### src/rtl/pxs_pkg.sv
package pxs_pkg;
  typedef enum logic {
    PXS_COLOR = 1'b0,
    PXS_MONO  = 1'b1
  } pxs_mode_e;

  localparam int unsigned PXS_CODE_W = 2;
endpackage

### src/rtl/pxs_dot_timer.sv
module pxs_dot_timer #(
  parameter int unsigned DATA_W = 8
) (
  input  logic                      clk,
  input  logic                      rst_n,
  input  logic                      disp_en,
  input  logic                      load,
  output logic [$clog2(DATA_W)-1:0] dot_idx,
  output logic                      active,
  output logic                      last_dot
);
  localparam int unsigned CW = $clog2(DATA_W);
  localparam logic [CW-1:0] LAST_IDX = CW'(DATA_W - 1);

  always_ff @(posedge clk) begin
    if (!rst_n) begin
      dot_idx <= '0;
      active  <= 1'b0;
    end else if (!disp_en) begin
      dot_idx <= '0;
      active  <= 1'b0;
    end else if (load) begin
      dot_idx <= '0;
      active  <= 1'b1;
    end else if (active) begin
      if (last_dot) begin
        dot_idx <= '0;
        active  <= 1'b0;
      end else begin
        dot_idx <= dot_idx + 1'b1;
      end
    end
  end

  assign last_dot = active && (dot_idx == LAST_IDX);


  load_start_chk: assert property (@(posedge clk) disable iff (!rst_n)
    (disp_en && load) |=> (active && dot_idx == '0));


  byte_len_chk: assert property (@(posedge clk) disable iff (!rst_n)
    (disp_en && last_dot && !load) |=> !active);
endmodule

### src/rtl/pxs_shifter.sv
module pxs_shifter
  import pxs_pkg::*;
#(
  parameter int unsigned DATA_W = 8
) (
  input  logic                            clk,
  input  logic                            rst_n,
  input  logic                            disp_en,
  input  logic                            load,
  input  logic [DATA_W-1:0]               data,
  input  pxs_mode_e                       mode_in,
  input  logic                            active,
  input  logic                            last_dot,
  input  logic                            odd_dot,
  output logic [PXS_CODE_W-1:0]           top_bits,
  output pxs_mode_e                       mode_q
);
  logic [DATA_W-1:0] sreg;
  logic              step;

  // Colour pixels advance every second dot; mono pixels every dot.
  assign step = active && !last_dot && ((mode_q == PXS_MONO) || odd_dot);

  always_ff @(posedge clk) begin
    if (!rst_n) begin
      sreg   <= '0;
      mode_q <= PXS_COLOR;
    end else if (!disp_en) begin
      sreg   <= '0;
    end else if (load) begin
      sreg   <= data;
      mode_q <= mode_in;
    end else if (last_dot) begin
      sreg   <= '0;
    end else if (step) begin
      if (mode_q == PXS_MONO) sreg <= sreg << 1;
      else                    sreg <= sreg << PXS_CODE_W;
    end
  end

  assign top_bits = sreg[DATA_W-1 -: PXS_CODE_W];


  mono_shift_chk: assert property (@(posedge clk) disable iff (!rst_n)
    (disp_en && active && !last_dot && !load && mode_q == PXS_MONO)
      |=> (sreg[DATA_W-1] == $past(sreg[DATA_W-2])));


  color_hold_chk: assert property (@(posedge clk) disable iff (!rst_n)
    (disp_en && active && !odd_dot && !load && mode_q == PXS_COLOR)
      |=> $stable(sreg));


  mode_hold_chk: assert property (@(posedge clk) disable iff (!rst_n)
    !load |=> $stable(mode_q));
endmodule

### src/rtl/pxs_out_stage.sv
module pxs_out_stage
  import pxs_pkg::*;
(
  input  logic                  disp_en,
  input  logic                  active,
  input  pxs_mode_e             mode_q,
  input  logic [PXS_CODE_W-1:0] top_bits,
  output logic [PXS_CODE_W-1:0] pix_code,
  output logic                  pix_valid
);
  logic [PXS_CODE_W-1:0] raw_code;

  always_comb begin
    if (mode_q == PXS_MONO) raw_code = {{(PXS_CODE_W-1){1'b0}}, top_bits[PXS_CODE_W-1]};
    else                    raw_code = top_bits;
  end

  assign pix_valid = disp_en && active;
  assign pix_code  = pix_valid ? raw_code : '0;
endmodule

### src/rtl/pixel_serializer.sv
module pixel_serializer
  import pxs_pkg::*;
#(
  parameter int unsigned DATA_W = 8
) (
  input  logic              clk,
  input  logic              rst_n,
  input  logic              disp_en,
  input  logic              mode_hires,
  input  logic              in_valid,
  output logic              in_ready,
  input  logic [DATA_W-1:0] in_data,
  output logic [1:0]        pix_code,
  output logic              pix_valid
);
  localparam int unsigned CW = $clog2(DATA_W);

  logic                  load;
  logic [CW-1:0]         dot_idx;
  logic                  active;
  logic                  last_dot;
  logic [PXS_CODE_W-1:0] top_bits;
  pxs_mode_e             mode_q;
  pxs_mode_e             mode_in;

  assign in_ready = disp_en;
  assign load     = in_valid && in_ready;
  assign mode_in  = mode_hires ? PXS_MONO : PXS_COLOR;

  pxs_dot_timer #(.DATA_W(DATA_W)) timer_i (
    .clk      (clk),
    .rst_n    (rst_n),
    .disp_en  (disp_en),
    .load     (load),
    .dot_idx  (dot_idx),
    .active   (active),
    .last_dot (last_dot)
  );

  pxs_shifter #(.DATA_W(DATA_W)) shift_i (
    .clk      (clk),
    .rst_n    (rst_n),
    .disp_en  (disp_en),
    .load     (load),
    .data     (in_data),
    .mode_in  (mode_in),
    .active   (active),
    .last_dot (last_dot),
    .odd_dot  (dot_idx[0]),
    .top_bits (top_bits),
    .mode_q   (mode_q)
  );

  pxs_out_stage out_i (
    .disp_en   (disp_en),
    .active    (active),
    .mode_q    (mode_q),
    .top_bits  (top_bits),
    .pix_code  (pix_code),
    .pix_valid (pix_valid)
  );


  blank_discard_chk: assert property (@(posedge clk) disable iff (!rst_n)
    !disp_en |=> !pix_valid);


  reset_quiet_chk: assert property (@(posedge clk)
    !rst_n |=> (pix_code == 2'b00 && !pix_valid));


  reload_chk: assert property (@(posedge clk) disable iff (!rst_n)
    (load && active) |=> (active && pix_valid));
endmodule

### config.mk
export PLATFORM = sky130hd
export DESIGN_NAME = pixel_serializer
export DESIGN_NICKNAME = d
export VERILOG_FILES = /design/src/rtl/pxs_pkg.sv /design/src/rtl/pxs_dot_timer.sv /design/src/rtl/pxs_shifter.sv /design/src/rtl/pxs_out_stage.sv /design/src/rtl/pixel_serializer.sv
export SDC_FILE = /design/constraint.sdc
export NUM_CORES = 1
export LEC_CHECK = 0
export BUFFER_PORTS_ARGS = -buffer_cell sky130_fd_sc_hd__buf_4
export CAP_MARGIN = 25
export CORE_AREA = 5 5 44 46
export CTS_BUF_LIST = sky130_fd_sc_hd__clkbuf_8
export CTS_CLUSTER_DIAMETER = 120
export DETAILED_ROUTE_END_ITERATION = 12
export DIE_AREA = 0 0 49 51
export PLACE_DENSITY = 0.73
export SLEW_MARGIN = 40
export SYNTH_ARGS = -nofsm -noshare
export SYNTH_HDL_FRONTEND = slang
export SYNTH_SLANG_ARGS = --single-unit
### constraint.sdc
create_clock -name clk -period 2.1 [get_ports clk]
set_input_delay 0.525 -clock clk [delete_from_list [all_inputs] [get_ports clk]]
set_output_delay 0.525 -clock clk [all_outputs]
set_load 0.01 [all_outputs]
==> results of run 1 <==
-- stage by stage --
stage | cell area (um2) | utilization
after CTS | 877 | 0.596
after global routing | 877 | 0.596
after global placement | 832 | 0.565
final | 877 | 0.596
after detailed placement | 832 | 0.565
after floorplan | 721 | -
-- worst paths after layout --
path / depth (start not counted) / start / to / slack, ns
min: 2 / rst_n / shift_i.mode_q / 0.51
max reg2reg: 5 / timer_i.dot_idx[0] / shift_i.sreg[4] / 0.31
min reg2reg: 1 / shift_i.sreg[6] / shift_i.sreg[6] / 0.53
max: 3 / shift_i.mode_q / pix_code[0] / 0.25
-- kinds of logic (layout without fill, tap and decap cells) --
group | count (synthesis) | after routing | synth area share
and+or+nand+nor | 24 | 24 | 0.172
AOI/OAI and AO/OA | 19 | 19 | 0.233
DFF | 13 | 13 | 0.361
muxes | 10 | 10 | 0.139
buffers and inverters | 9 | 23 | 0.0608
adders and majority gates | 2 | 2 | 0.0347
-- power groups by stage --
stage,combinational [uW],clock (uW),sequential [uW]
detailed placement,69.6,0,269
global placement,69.3,0,269
floorplan,48.4,0,264
CTS,69.8,223,264
global route,76.7,236,265
finish,69.7,215,264
-- state kept, by name, summed over array words and instances (netlist names) --
signal	count
shift_i.mode_q	1
timer_i.dot_idx	3
timer_i.active	1
shift_i.sreg	8
-- cells in the final DEF (no fill, tap or decap), types with 3 or more instances in the layout --
cell type / synthesis / layout
nor3_1: 3 / 3
nand3_1: 5 / 5
nor2_1: 3 / 3
o221ai_1: 5 / 5
buf_4: 1 / 17
nand2_1: 5 / 5
o211a_1: 5 / 5
clkbuf_8: 0 / 3
mux2i_1: 10 / 10
dfxtp_1: 13 / 13
inv_1: 2 / 3
-- area by class of cell --
type	instances	area (um2)	area share
flip-flops and latches	13	260	0.297
well taps	16	20.0	0.0228
multi-input cells	55	417	0.475
repair buffers	17	128	0.146
inverters	2	7.51	0.00856
clock inverters	1	3.75	0.00428
clock buffers	3	41.3	0.0471
-- layer usage --
layer / track usage / vias to the layer above
met5: 0 / -
met4: 0.0807 / 0
met3: 0.0349 / 4
met2: 0.198 / 18
met1: 0.173 / 293
li1: - / 314
-- synth_stat cells, drive strengths merged, types with 3 or more instances --
cell    number
o221ai       5
nor3         3
nor2         3
nand2        5
nand3        5
dfxtp       13
buf          6
mux2i       10
o211a        5
-- worst max-delay path, cell delays in order, from the launching register on --
cell and delay, ns:
dfxtp_1 0.66, mux2i_1 0.24, nor2_1 0.05, buf_4 0.14
==> reports/results.md, run 1 <==
* **result of the run** completed
* **vias per inst** 5.88
* **DRC marker count from the first detailed-route iteration** 15
* **number of antenna-violating nets in the routed design** 0
* **Min Hold Slack** 0.513 ns
* **dominant synthesized flop cell** dfxtp_1
* **clock network fraction of design power** 0.392
* **standard-cell row count** 14
* **Sequential Power Share** 0.481
* **fraction of final layout cells sized beyond drive strength 1** 0.231
* **slew of the pin with the lowest slew margin** 0.543 ns
* **cell type with the largest total area after synthesis** dfxtp_1
* **highest net fanout along the worst path** 11
* **average wire per cell in the routed design** 14.3 um
* **number of synthesized flops with an enable pin** 0
* **antenna violations before repair** 0
* **net count of the finished layout** 107
* **global route total overflow** 0
* **Inst Count DP** 103
* **Via Count** 629
* **largest net degree at the start of global routing** 12
* **DR top layer** met4
* **Period Utilization, post-route** 0.883
* **met3 wire len** 92 um
* **met2 wire length** 694 um
* **count of fill cells added during filler insertion** 139
* **IO Port Bufs** 16
* **max-slew violations** 0
* **portion of total power attributed to combinational logic** 0.127
* **clock latency at the later pin of the worst-skew pair** 0.24 ns
* **total power divided by cell area** 626 nW/um2
* **IO Pins** 17
* **Synth Area per Inst** 9.36 um2
* **register area share after synthesis** 0.361
* **vertical die dimension** 51 um
* **Die Wd** 49 um
* **area delta synth->final** 21.7%
* **initial core utilization** 0.490
* **post-synthesis instance area** 721 um2
* **Worst-path clk slew** 0.05 ns
* **number of non-filler instances in the completed layout** 107
* **minimum clock period** 1.85 ns
* **number of gates resized after CTS** 0
* **estimated wirelength of the detail-placed design** 1.10 mm
* **endpoint type of the worst setup path** primary output
* **WP data required** 1.57 ns
* **wire length of the first global-routing pass** 2.62 mm
* **number of register bits inferred by synthesis** 13
* **final total power** 549 uW
* **Hold Crit Class** in -> reg
* **maximum operating frequency** 539 MHz
* **worst setup skew after layout** 0.00178 ns
* **drt pass-1 iters** 4
* **Switching Fraction** 0.233
* **CTS max path bufs** 2
* **count of H-tree levels built during CTS** 1
* **final setup violation count** 0
* **clock tree from TritonCTS** yes
* **number of antenna diodes** 0
* **proportion of register bits with asynchronous set or reset after synthesis** 0
* **critical path class** reg -> out
* **worst path arrival time** 1.33 ns
* **total negative slack** 0 ns
* **GRT Total Usage** 0.133
* **maximum resistive drop on vdd** 387 uV
* **remaining max-slew budget at the tightest pin** 0.638
* **Net Count, Synth** 92
* **P_int** 421 uW
* **standby leakage power** 0.000410 uW
* **unrepaired setup endpoints after global routing** false
* **number of global-route vias before repair** 579
* **YS warnings** 0
* **number of clock sinks seen by CTS** 13
* **fraction of synthesized cell area taken by the top area cell type** 0.361
* **pre-CTS WS** 0.332 ns
* **Routed met1 length** 714 um
* **Routed WL** 1.53 mm
* **dominant cells by area after synthesis** dfxtp_1 36%, mux2i_1 14%, o211a_1 6.9%, o221ai_1 6.1%, buf_2 3.5%
* **core area** 1470 um2
* **number of maximum-capacitance violations** 0
* **count of endpoints failing hold in the final timing report** 0
* **buffer count from post-CTS setup fixing** 0
* **Clk Tree Root Cell** clkbuf_8
* **critical path startpoint category** flip-flop
* **Unique masters post-synth** 26
* **DIE AREA** 2500 um2
* **number of hold buffers added after cts** 0
* **routability cong.** 0.764
* **total net switching power** 128 uW
* **fin worst setup slack** 0.245 ns
* **CTS Buf Count** 3
* **Remaining DRCs** 0
* **Gate Count Post-Synth** 77
No activity file was read; power rests on OpenSTA's default activity.
==> inputs of run 2 (changes only) <==
--- a/config.mk
+++ b/config.mk
@@ -7,13 +7,14 @@
 export LEC_CHECK = 0
 export BUFFER_PORTS_ARGS = -buffer_cell sky130_fd_sc_hd__buf_4
 export CAP_MARGIN = 25
-export CORE_AREA = 5 5 44 46
+export CORE_AREA = 5 5 46 48
 export CTS_BUF_LIST = sky130_fd_sc_hd__clkbuf_8
 export CTS_CLUSTER_DIAMETER = 120
 export DETAILED_ROUTE_END_ITERATION = 12
-export DIE_AREA = 0 0 49 51
-export PLACE_DENSITY = 0.73
+export DIE_AREA = 0 0 51 53
+export PLACE_DENSITY = 0.71
 export SLEW_MARGIN = 40
 export SYNTH_ARGS = -nofsm -noshare
 export SYNTH_HDL_FRONTEND = slang
+export SYNTH_HIERARCHICAL = 1
 export SYNTH_SLANG_ARGS = --single-unit
==> reports/results.md, run 2 <==
* **result of the run** completed
* **final setup violation count** 0
* **count of H-tree levels built during CTS** 1
* **highest net fanout along the worst path** 10
* **clock latency at the later pin of the worst-skew pair** 0.24 ns
* **number of non-filler instances in the completed layout** 118
* **Via Count** 637
* **Worst-path clk slew** 0.05 ns
* **clock tree from TritonCTS** yes
* **standby leakage power** 0.000392 uW
* **top cell types by occurrence after synthesis** 13 x dfxtp_1, 8 x nand2b_1, 8 x nor2b_1
* **maximum operating frequency** 563 MHz
* **Routed WL** 1.59 mm
* **register with the highest flop count** shift_i/sreg
* **dominant cells by area after synthesis** dfxtp_1 33%, o2111a_1 8.7%, nand2b_1 6.4%, nor2b_1 6.4%, nor3b_1 5.8%
* **number of hold buffers added after cts** 0
* **fraction of final layout cells sized beyond drive strength 1** 0.267
* **DRC marker count from the first detailed-route iteration** 3
* **DIE AREA** 2700 um2
* **vias per inst** 5.40
* **total negative slack** 0 ns
* **commonest cells after routing, fill and taps aside** 18 x buf_4, 13 x dfxtp_1, 8 x nor2b_1, 8 x nand2b_1
* **unrepaired setup endpoints after global routing** false
* **WP data required** 2.23 ns
* **dominant synthesized flop cell** dfxtp_1
* **drt pass-1 iters** 4
* **number of synthesized flops with an enable pin** 0
* **Unique masters post-synth** 26
* **standard-cell row count** 15
* **Gate Count Post-Synth** 84
* **remaining max-slew budget at the tightest pin** 0.771
* **IO Port Bufs** 16
* **routability cong.** 0.762
* **Remaining DRCs** 0
* **critical path startpoint category** flip-flop
* **max-slew violations** 0
* **CTS max path bufs** 2
* **flip-flop count of the largest register, all copies and words added** 8
* **CTS Buf Count** 3
* **endpoint type of the worst setup path** flip-flop
* **fraction of synthesized cell area taken by the top area cell type** 0.334
* **initial core utilization** 0.466
* **number of antenna diodes** 0
* **critical path class** reg -> reg
* **Post-Place Cell Area** 893 um2
* **Period Utilization, post-route** 0.845
* **total power divided by cell area** 572 nW/um2
* **Die Wd** 51 um
* **Hold Crit Class** reg -> reg
* **average wire per cell in the routed design** 13.5 um
* **Net Count, Synth** 99
* **Finished Cell Area** 938 um2
* **Regs by FF count** shift_i/sreg (8), timer_i/dot_idx (3)
* **vertical die dimension** 53 um
* **core area** 1670 um2
* **pre-CTS WS** 0.352 ns
* **number of maximum-capacitance violations** 0
* **register area share after synthesis** 0.334
* **Synth Area per Inst** 9.26 um2
* **largest net degree at the start of global routing** 17
* **GRT Total Usage** 0.137
* **cell type with the largest total area after synthesis** dfxtp_1
* **buffer count from post-CTS setup fixing** 0
* **number of gates resized after CTS** 0
* **fin worst setup slack** 0.324 ns
* **proportion of register bits with asynchronous set or reset after synthesis** 0
* **maximum resistive drop on vdd** 442 uV
* **global route total overflow** 0
* **area delta synth->final** 20.6%
* **Min Hold Slack** 0.493 ns
* **antenna violations before repair** 0
* **minimum clock period** 1.78 ns
* **number of global-route vias before repair** 629
* **count of endpoints failing hold in the final timing report** 0
* **Inst Count DP** 114
* **YS warnings** 6
* **number of clock sinks seen by CTS** 13
* **cell with the most instances after synthesis** dfxtp_1
* **estimated wirelength of the detail-placed design** 1.18 mm
* **slew of the pin with the lowest slew margin** 0.343 ns
* **number of antenna-violating nets in the routed design** 0
* **worst path arrival time** 1.91 ns
* **worst setup skew after layout** 0.00585 ns
* **wire length of the first global-routing pass** 2.74 mm
* **IO Pins** 17
* **post-synthesis instance area** 778 um2
* **net count of the finished layout** 117
* **Clk Tree Root Cell** clkbuf_8
* **number of register bits inferred by synthesis** 13
* **leading cell type in the layout, fill and taps excluded** buf_4
[run 2: cell types whose count changed in the layout (fill, tap and decap cells not counted), moves of 4 or more]
cell	before	now
nand2b_1	0	8
mux2i_1	10	3
nor2b_1	2	8
o2111a_1	0	6
o21ai_1	0	6
nand3_1	5	0
nor3b_1	1	6
o221ai_1	5	0
o211a_1	5	1
[run 2: final timing paths]
path	to	slack (ns)	cells after the start	from
worst max-delay path	shift_i/sreg[6]	0.32	6	timer_i/dot_idx[0]
worst min-delay path	timer_i/dot_idx[2]	0.49	2	timer_i/dot_idx[2]
worst max register to register	shift_i/sreg[6]	0.32	6	timer_i/dot_idx[0]
worst min register to register	timer_i/dot_idx[2]	0.49	2	timer_i/dot_idx[2]
[run 2: cells by family after synthesis]
| kind of cell | synth area share |
|---|---|
| AND/OR/NAND/NOR | 0.315 |
| AO/OA/AOI/OAI | 0.217 |
| flip-flops | 0.334 |
| buffers and inverters | 0.0627 |
| multiplexers | 0.0386 |
| adder cells (fa/ha/maj) | 0.0321 |
[run 2: final cells by class]
type | count | area (um2)
timing repair buffer | 18 | 135
inverter | 2 | 7.51
fill | 161 | 732
multi-input combinational | 64 | 469
clock buffer | 3 | 41.3
tap | 17 | 21.3
clock inverter | 1 | 3.75
sequential | 13 | 260
[run 2: per-layer routing]
layer | part of all wire | vias up | GRT usage
met2 | 0.52 | 9 | 0.251
met5 | 0 | - | 0
met3 | 0.048 | 2 | 0.0648
met4 | 0.0050 | 0 | 0.0404
met1 | 0.42 | 292 | 0.138
li1 | - | 334 | -
[run 2: through the flow]
| step | util | power [uW] |
|---|---|---|
| after floorplan | - | 304 |
| after global placement | 0.535 | 329 |
| after CTS | 0.562 | 544 |
| after global routing | 0.562 | 570 |
| after detailed placement | 0.535 | 330 |
| final | 0.562 | 537 |
[run 2: power by group]
group          internal (uW)  switching [uW]  leakage (uW)
sequential               254            7.10      0.000106
combinational           35.7            27.9      0.000260
clock                    129            83.4     0.0000269
total                    418             118      0.000392
[run 2: critical path: stages (launching register included)]
cell      delay (ns)
dfxtp_1         0.40
ha_1            0.26
ha_1            0.22
and2_1          0.20
nor2_1          0.20
nand2_2         0.15
o2111a_1        0.25
==> inputs of run 3 (changes only) <==
--- a/config.mk
+++ b/config.mk
@@ -12,7 +12,7 @@
 export CTS_CLUSTER_DIAMETER = 120
 export DETAILED_ROUTE_END_ITERATION = 12
 export DIE_AREA = 0 0 51 53
-export PLACE_DENSITY = 0.71
+export PLACE_DENSITY = 0.74
 export SLEW_MARGIN = 40
 export SYNTH_ARGS = -nofsm -noshare
 export SYNTH_HDL_FRONTEND = slang
==> constraint.sdc (replaced) <==
create_clock -name clk -period 1.6 [get_ports clk]
set_input_delay 0.4 -clock clk [delete_from_list [all_inputs] [get_ports clk]]
set_output_delay 0.4 -clock clk [all_outputs]
set_load 0.01 [all_outputs]
==> reports/results.md, run 3 (synthesized netlist as in run 2, its figures left out) <==
* **Period Utilization, post-route** 0.960
* **number of maximum-capacitance violations** 0
* **wire length of the first global-routing pass** 2.73 mm
* **remaining max-slew budget at the tightest pin** 0.775
* **standard-cell row count** 15
* **Inst Count DP** 120
* **result of the run** completed
* **count of fill cells added during filler insertion** 150
* **clock latency at the later pin of the worst-skew pair** 0.23 ns
* **number of antenna-violating nets in the routed design** 0
* **IO Port Bufs** 16
* **largest net degree at the start of global routing** 12
* **minimum clock period** 1.54 ns
* **vias per inst** 5.45
* **average wire per cell in the routed design** 13.4 um
* **worst setup skew after layout** 0.000441 ns
* **CTS Buf Count** 3
* **Remaining DRCs** 0
* **initial core utilization** 0.466
* **DRC marker count from the first detailed-route iteration** 13
* **peak-usage layer in the global routing report** met2
* **fraction of final layout cells sized beyond drive strength 1** 0.327
* **drt pass-1 iters** 4
* **final setup violation count** 0
* **CTS max path bufs** 2
* **WP data required** 1.78 ns
* **maximum operating frequency** 651 MHz
* **slew of the pin with the lowest slew margin** 0.338 ns
* **buffer count from post-CTS setup fixing** 0
* **Via Count** 676
* **flip-flop count of the largest register, all copies and words added** 8
* **unrepaired setup endpoints after global routing** true
* **Clk Tree Root Cell** clkbuf_8
* **count of H-tree levels built during CTS** 1
* **total negative slack** 0 ns
* **leading cell type in the layout, fill and taps excluded** buf_4
* **critical path startpoint category** flip-flop
* **endpoint type of the worst setup path** flip-flop
* **number of global-route vias before repair** 650
* **DIE AREA** 2700 um2
* **IO Pins** 17
* **global route total overflow** 0
* **fin worst setup slack** 0.0641 ns
* **estimated wirelength of the detail-placed design** 1.20 mm
* **Die Wd** 51 um
* **worst path arrival time** 1.71 ns
* **register with the highest flop count** shift_i/sreg
* **number of antenna diodes** 0
* **maximum resistive drop on vdd** 730 uV
* **count of endpoints failing hold in the final timing report** 0
* **number of clock sinks seen by CTS** 13
* **total power divided by cell area** 717 nW/um2
* **met1 layer usage reported by global route** 0.172
* **Worst-path clk slew** 0.05 ns
* **net count of the finished layout** 123
* **core area** 1670 um2
* **Regs by FF count** shift_i/sreg (8), timer_i/dot_idx (3)
* **number of hold buffers added after cts** 0
* **standby leakage power** 0.000427 uW
* **pre-CTS WS** 0.00882 ns
* **highest net fanout along the worst path** 6
* **routability cong.** 0.783
* **Hold Crit Class** in -> reg
* **GRT Total Usage** 0.130
* **worst reg2reg setup slack** 0.06 ns
* **antenna violations before repair** 0
* **met2 track utilization from global routing** 0.215
* **number of non-filler instances in the completed layout** 124
* **max-slew violations** 0
* **commonest cells after routing, fill and taps aside** 24 x buf_4, 12 x dfxtp_1, 8 x nor2b_1, 8 x nand2b_1
* **Routed WL** 1.66 mm
* **area delta synth->final** 27.5%
* **Global Route met3 Usage** 0.0282
* **critical path class** reg -> reg
* **clock tree from TritonCTS** yes
* **vertical die dimension** 53 um
run 3: layer usage:
layer,share of wire,wire [um],vias to the layer above
met3,0.038,63,2
met2,0.46,760,14
met5,0,0,-
li1,-,-,348
met1,0.50,831,312
met4,0.0036,6,0
run 3: what timing repair did:
| action | in CTS | in global routing |
|---|---|---|
| hold endpoints to repair | 0 | 0 |
| gates resized for setup | 1 | 2 |
| setup endpoints to repair | 6 | 8 |
run 3: layout make-up:
cell class	count	area, um2	area share
Tap cell	17	21.3	0.0214
Timing Repair Buffer	24	180	0.182
Clock inverter	1	3.75	0.00378
Clock buffer	3	41.3	0.0416
Inverter	2	7.51	0.00757
Sequential cell	13	262	0.264
Multi-Input combinational cell	64	477	0.480
run 3: stage by stage:
stage	cell area [um2]	hold slack (ns)	total power, uW	util
after floorplan	778	0.450	399	-
after global placement	938	0.466	438	0.562
after detailed placement	938	0.469	440	0.562
after CTS	986	0.408	719	0.590
after global routing	992	0.416	749	0.594
final	992	0.413	712	0.594
run 3: worst max-delay path: stages, from the launching register on:
cell and delay, ns:
dfxtp_1 0.31, ha_1 0.20, ha_1 0.19, and2_1 0.22
a21oi_2 0.33, o2111a_1 0.23
run 3: final timing paths:
kind / from / endpoint / cells after the start
worst min-delay path: rst_n / shift_i/mode_q / 2
worst max-delay path: timer_i/dot_idx[0] / shift_i/sreg[5] / 5
worst max register to register: timer_i/dot_idx[0] / shift_i/sreg[5] / 5
worst min register to register: timer_i/dot_idx[2] / timer_i/dot_idx[2] / 2
run 3: power breakdown:
group,switching (uW),internal (uW)
Combinational,40.6,53.2
Clock,107,169
Sequential,9.13,333
